File: src/rtl/mohs_pkg.sv
package mohs_pkg;

  // Status flags decoded from the state vector.
  typedef struct packed {
    logic home;
    logic multi;
  } seq_flags_t;

  localparam int unsigned DEFAULT_STATES      = 4;
  localparam int unsigned DEFAULT_SYNC_STAGES = 2;

endpackage

File: src/rtl/mohs_reset_sync.sv
// Asynchronous assert, synchronous release of an active-low reset.
module mohs_reset_sync #(
  parameter int unsigned STAGES = 2
) (
  input  logic clk_i,
  input  logic rst_ni,
  output logic rst_no
);

  logic [STAGES-1:0] sync_q;

  always_ff @(posedge clk_i or negedge rst_ni) begin
    if (!rst_ni) begin
      sync_q <= '0;
    end else begin
      sync_q <= {sync_q[STAGES-2:0], 1'b1};
    end
  end

  assign rst_no = sync_q[STAGES-1];

endmodule

File: src/rtl/mohs_next_state.sv
// Shift-up with NOR feed into bit 0; the top bit falls off the end.
module mohs_next_state #(
  parameter int unsigned WIDTH = 3
) (
  input  logic [WIDTH-1:0] state_i,
  input  logic             advance_i,
  input  logic [WIDTH-1:0] upset_i,
  output logic [WIDTH-1:0] next_o,
  output logic             load_o
);

  logic             feed;
  logic [WIDTH-1:0] shifted;
  logic [WIDTH-1:0] stepped;

  assign feed = ~|state_i;

  generate
    if (WIDTH == 1) begin : g_single
      assign shifted = feed;
    end else begin : g_chain
      assign shifted = {state_i[WIDTH-2:0], feed};
    end
  endgenerate

  always_comb begin
    stepped = advance_i ? shifted : state_i;
    next_o  = stepped ^ upset_i;
    load_o  = advance_i | (|upset_i);
  end

endmodule

File: src/rtl/mohs_state_reg.sv
// State flip-flops with explicit clock enable and async clear to home.
module mohs_state_reg #(
  parameter int unsigned WIDTH = 3
) (
  input  logic             clk_i,
  input  logic             rst_ni,
  input  logic             en_i,
  input  logic [WIDTH-1:0] d_i,
  output logic [WIDTH-1:0] q_o
);

  logic [WIDTH-1:0] q;

  always_ff @(posedge clk_i or negedge rst_ni) begin
    if (!rst_ni) begin
      q <= '0;
    end else if (en_i) begin
      q <= d_i;
    end
  end

  assign q_o = q;

endmodule

File: src/rtl/mohs_monitor.sv
// Decodes home and the illegal multi-hot condition.
module mohs_monitor #(
  parameter int unsigned WIDTH = 3
) (
  input  logic [WIDTH-1:0]        state_i,
  output mohs_pkg::seq_flags_t    flags_o
);

  logic [WIDTH-1:0] low_cleared;

  always_comb begin
    // Clearing the lowest set bit leaves something only if 2+ bits were set.
    low_cleared   = state_i & (state_i - WIDTH'(1));
    flags_o.home  = ~|state_i;
    flags_o.multi = |low_cleared;
  end

endmodule

File: src/rtl/mohs_seq.sv
// Self-recovering modified one-hot sequencer (top level).
module mohs_seq #(
  parameter int unsigned NUM_STATES  = mohs_pkg::DEFAULT_STATES,
  parameter int unsigned SYNC_STAGES = mohs_pkg::DEFAULT_SYNC_STAGES,
  localparam int unsigned WIDTH      = NUM_STATES - 1
) (
  input  logic             clk_i,
  input  logic             rst_ni,
  input  logic             advance_i,
  input  logic [WIDTH-1:0] upset_i,
  output logic [WIDTH-1:0] state_o,
  output logic             home_o,
  output logic             multi_hot_o
);

  logic                 rst_n_sync;
  logic [WIDTH-1:0]     state_q;
  logic [WIDTH-1:0]     state_d;
  logic                 load;
  mohs_pkg::seq_flags_t flags;

  mohs_reset_sync #(.STAGES(SYNC_STAGES)) u_rst_sync (
    .clk_i  (clk_i),
    .rst_ni (rst_ni),
    .rst_no (rst_n_sync)
  );

  mohs_next_state #(.WIDTH(WIDTH)) u_next (
    .state_i   (state_q),
    .advance_i (advance_i),
    .upset_i   (upset_i),
    .next_o    (state_d),
    .load_o    (load)
  );

  mohs_state_reg #(.WIDTH(WIDTH)) u_reg (
    .clk_i  (clk_i),
    .rst_ni (rst_n_sync),
    .en_i   (load),
    .d_i    (state_d),
    .q_o    (state_q)
  );

  mohs_monitor #(.WIDTH(WIDTH)) u_mon (
    .state_i (state_q),
    .flags_o (flags)
  );

  assign state_o     = state_q;
  assign home_o      = flags.home;
  assign multi_hot_o = flags.multi;

endmodule

File: config.mk
export PLATFORM = sky130hd
export DESIGN_NAME = mohs_seq
export DESIGN_NICKNAME = d
export VERILOG_FILES = /design/src/rtl/mohs_pkg.sv /design/src/rtl/mohs_reset_sync.sv /design/src/rtl/mohs_next_state.sv /design/src/rtl/mohs_state_reg.sv /design/src/rtl/mohs_monitor.sv /design/src/rtl/mohs_seq.sv
export SDC_FILE = /design/constraint.sdc
export NUM_CORES = 1
export LEC_CHECK = 0
export BUFFER_PORTS_ARGS = -buffer_cell sky130_fd_sc_hd__buf_2
export CAP_MARGIN = 5
export CORE_AREA = 2 2 39 41
export DETAILED_ROUTE_END_ITERATION = 8
export DIE_AREA = 0 0 41 43
export SYNTH_ARGS = -nofsm -noshare
export SYNTH_HDL_FRONTEND = slang
export SYNTH_SLANG_ARGS = --single-unit
File: constraint.sdc
create_clock -name clk_i -period 1.1 [get_ports clk_i]
set_clock_uncertainty 0.05 [all_clocks]
set_input_delay 0.11 -clock clk_i [delete_from_list [all_inputs] [get_ports clk_i]]
set_output_delay 0.11 -clock clk_i [all_outputs]
set_load 0.05 [all_outputs]
# Word level (Yosys, flattened, before mapping)
# Index checks and enable logic that the tools add are counted.
op_classes:
  add_sub_neg: 1
  mul: 0
  div: 0
  n_lt_le_gt_ge: 0
  n_eq_ne: 0
  shifts: 0
  n_mux: 1
  n_bitwise: 3
  n_reduce_logical: 4
op_table:
  columns: ["operator", "n"]
  rows:
  - ["OR reduction 3 bit", 3]
  - ["AND 3 bit", 1]
  - ["2-to-1 mux 3 bit", 1]
  - ["subtractor 3 x 1 -> 3 bit, second input constant", 1]
  - ["bitwise XOR 3 bit", 1]
  - ["logical NOT 1 bit", 1]
  - ["bitwise OR 1 bit", 1]
word_totals:
  ff_bits: 5
  latch_bits: 0
  mem_bits_rw: 0
  mem_bits_ro: 0
  out_inout_bits: 5
  elab_cells: 11
  n_memories: 0

# Longest topological paths before layout
logic_depth:
  depth_word: 4
  ltp_mapped: 3

# Cells and area by module
# From an unflattened synthesis, not the netlist that was laid out.
hier_totals:
  hier_cells: 20
  hier_area_um2: 256.5
modules_own_cells:
  columns: ["module", "instances", "cells_each", "area_per_inst_um2", "seq_area_each_um2"]
  rows:
  - ["mohs_state_reg", 1, 6, 108.9, 75.1]
  - ["mohs_next_state", 1, 9, 77.6, 0.0]
  - ["mohs_reset_sync", 1, 3, 53.8, 50.0]
  - ["mohs_monitor", 1, 2, 16.3, 0.0]

# Worst setup path before layout
# Ideal clock, no wire load.
synth_timing:
  kind: "flip-flop to flip-flop"
  startpoint: "reg u_reg.q[1] (netlist: u_reg.q_o[1])"
  endpoint: "reg u_reg.q[0] (netlist: u_reg.q_o[0])"
  setup_ns: 0.123
  t_arrival_ns: 1.714
  t_required_ns: 0.927
  path_slack_ns: -0.787
  path_stages_with_launch: 4
  path_buffers: 0
  period_less_slack_ns: 1.887
  cell_sequence: "dfrtp_1 nor3_2 mux2i_1 xnor2_1"
synth_via:
  elab_chain_cells: 4
synth_lines:
  columns: ["element", "line_no", "text"]
  rows:
  - ["from (decl)", "mohs_state_reg.sv:12", "logic [WIDTH-1:0] q;"]
  - ["from (signal assigned)", "mohs_state_reg.sv:18", "q <= d_i;"]
  - ["OR reduction 3 bit", null, null]
  - ["logical NOT 1 bit", null, null]
  - ["named net home_o", "mohs_seq.sv:12", "output logic home_o,"]
  - ["2-to-1 mux 3 bit", "mohs_next_state.sv:27", "stepped = advance_i ? shifted : state_i;"]
  - ["bitwise XOR 3 bit", "mohs_next_state.sv:28", "next_o = stepped ^ upset_i;"]
# The timed path passes the listed nets, and every way through them passes these cells.
# A chain may end at the register's enable or synchronous reset.

# Worst setup path in the final report
layout_timing:
  startpoint: "reg u_reg.q[1] (netlist: u_reg.q_o[1])"
  endpoint: "out home_o"
layout_via:
  elab_chain_cells: 2
layout_lines:
  columns: ["element", "line_no", "text"]
  rows:
  - ["OR reduction 3 bit", "mohs_monitor.sv:14", "flags_o.home = ~|state_i;"]
  - ["logical NOT 1 bit", "mohs_monitor.sv:14", null]
  - ["to (decl)", "mohs_seq.sv:12", null]
# Every way passes these cells.

==> qor.csv <==
metric,value,unit
status,"complete, but fails checks",
violated checks,negative setup slack,
pwr dens,3559,nW/um^2
required time worst endpoint,940,ps
endpoints failing hold,0,
post-synthesis simple-gate area fraction,4.878,%
Peak supply drop,1.011,mV
global-route wire length before repair,648,microns
Wirelength per Cell,8.769,microns
register share of total power,22.2,%
Final ANT Viol Nets,0,
Die Wd,41,microns
switching share of total power,45.48,%
Startpoint Class,flop,
initial antenna violation count,0,
"Max FO, Critical Path",4,
Fillers,144,
clock sink count,5,
Yosys Warn Count,0,
"worst slack, placed",-38.94,ps
CTS Root Cell,clkbuf_4,
Ant. Diodes,0,
Synth Instances,14,
Final setup viols,6,
nets,43,
Netlist Area Pre-Place,205.2,sq um
H-tree depth,1,
Total GRT Usage,6.788,%
part of the cycle the worst path needs,118.8,%
Vias/cell,3.404,
most frequent cells in the layout,"6 x buf_2, 4 x clkbuf_4, 4 x dlygate4sd3_1, 4 x buf_6",
Final WS setup,-206.8,ps
placed insts,42,
routability cong.,0.5357,
mux contribution to synthesized area,14.63,%
distinct cell type count after synthesis,6,
CTS tree,done,
number of core rows,14,
area grow syn2layout,108.5,%
Synth Area in Compound Gates,0,%
core area,1384,sq um
Worst Path Arrival,1150,ps
P_sw,692.6,uW
FF-to-FF setup slack,-130,ps
largest family of logic cells by synthesized area,multiplexers,
Setup crit end kind,primary output,
Post-route DRC,0,
"Seq/Total Area, Yosys",60.98,%
Final Max Slew Viols,0,
crit path time final,1307,ps
Die Area,1763,sq um
post-DP HPWL,319.5,microns
IO Count,11,
syn_nets,20,
drt initial violations,2,
RR Startpoint,u_reg.q_o[1],
Fmax,765.2,MHz
Avg Inst Size Synth,14.66,sq um
Hold Crit Endpoint,u_reg.q_o[0],
kind of critical path,reg -> out,
Detailed Route WL,456,microns
number of port buffers,10,
r2r worst-path depth,5,
Pre-antenna DRT Iters,2,
vias in the first global route,163,
# Max-Cap Violations,0,
Congestion Overflow GR,0,
"Cell Count, Final, Fillers Out",52,
worst hold stages,2,
Comb power frac,64.0,%
Hold WC Path Type,in -> reg,
worst reg2reg path endpoint,u_reg.q_o[0],
clk buf depth,2,
pin count of the biggest net entering global routing,5,
adder-cell share of the synthesized area,4.878,%
register bit total from synthesis,5,
"most common cell after layout, fill and taps aside",buf_2,
Cell Int Power,830.4,uW
leakage power,0.0001962,uW
Die Height,43,microns
RSZ-0062 raised after global routing,yes,
share of cells above drive strength 1,61.11,%
Initial Util,14.83,%
"CTS clk-pin slew, worst paths",40,ps
clock network power share,13.8,%
via count,177,
Clock Latency Late Sink,240,ps
CTS Buf Count,3,
hold path start,upset_i[0],
Synth Area in XOR/XNOR,12.80,%
cell families after synthesis:
group | after synthesis
xor gates and xnor gates | 3
adders and majority gates | 1
and+or+nand+nor | 1
muxes | 3
other | 1
DFF | 5
metal layers:
| layer | up-vias | track usage (%) | routed length (microns) |
|---|---|---|---|
| met1 | 74 | 4.967 | 164 |
| li1 | 90 | - | - |
| met2 | 13 | 9.688 | 225 |
| met5 | - | 0 | 0 |
| met4 | 0 | 6.000 | 0 |
| met3 | 0 | 6.283 | 66 |
power groups by stage:
stage | Combinational (uW) | Sequential, uW | Clock [uW]
finish | 975 | 339 | 210
floorplan | 295 | 551 | 0
detailed placement | 702 | 341 | 0
CTS | 966 | 339 | 225
global route | 1020 | 353 | 233
global placement | 697 | 334 | 0
what timing repair did:
action / in CTS / in global routing
setup buffers: 2 / 0
resized for setup: 10 / 1
hold buffers: 4 / 0
pin swaps: 2 / 0
hold endpoints to repair: 7 / 0
endpoints found under the setup margin: 4 / 7
stage by stage:
stage | hold WS [ps] | area (sq um) | util [%] | total power [uW] | TNS (ps)
2_1_floorplan | -235.6 | 215.2 | - | 845.8 | -723.0
3_3_place_gp | -153.0 | 300.3 | 21.70 | 1031 | -38.15
3_5_place_dp | -153.1 | 300.3 | 21.70 | 1042 | -51.76
4_1_cts | 3.734 | 425.4 | 30.74 | 1530 | -788.2
5_1_grt | 19.10 | 427.9 | 30.92 | 1611 | -1029
6_report | 20.31 | 427.9 | 30.92 | 1523 | -722.5
Yosys cell counts:
library cell,n,area (sq um)
dfrtp_1,5,125.1
conb_1,1,3.750
maj3_1,1,10.01
xnor2_1,3,26.28
nor3_2,1,10.01
mux2i_1,3,30.03
worst max-delay path, cell delays in order, from the launching register on:
cell     delay, ps
dfrtp_2        430
buf_6          130
nor3_4         170
buf_6          180
flip-flops by register name (all words and copies together), names as in the netlist:
register and count:
u_rst_sync.sync_q 2, u_reg.q_o 3
how the worst max path moves through the flow:
stage                  from           end  cells past startpoint
2_1_floorplan  u_reg.q_o[2]  u_reg.q_o[0]                      3
3_3_place_gp   u_reg.q_o[2]   multi_hot_o                      2
3_5_place_dp   u_reg.q_o[2]   multi_hot_o                      2
4_1_cts        u_reg.q_o[2]   multi_hot_o                      2
5_1_grt        u_reg.q_o[1]        home_o                      3
6_report       u_reg.q_o[1]        home_o                      3
final cells by class:
class / count / area [sq um] / area share [%]
clock buffers: 4 / 26.28 / 6.140
well taps: 16 / 20.02 / 4.678
flip-flops and latches: 5 / 128.9 / 30.12
repair buffers: 18 / 165.2 / 38.60
multi-input cells: 9 / 87.58 / 20.47
(Power assumes the default switching activity.)
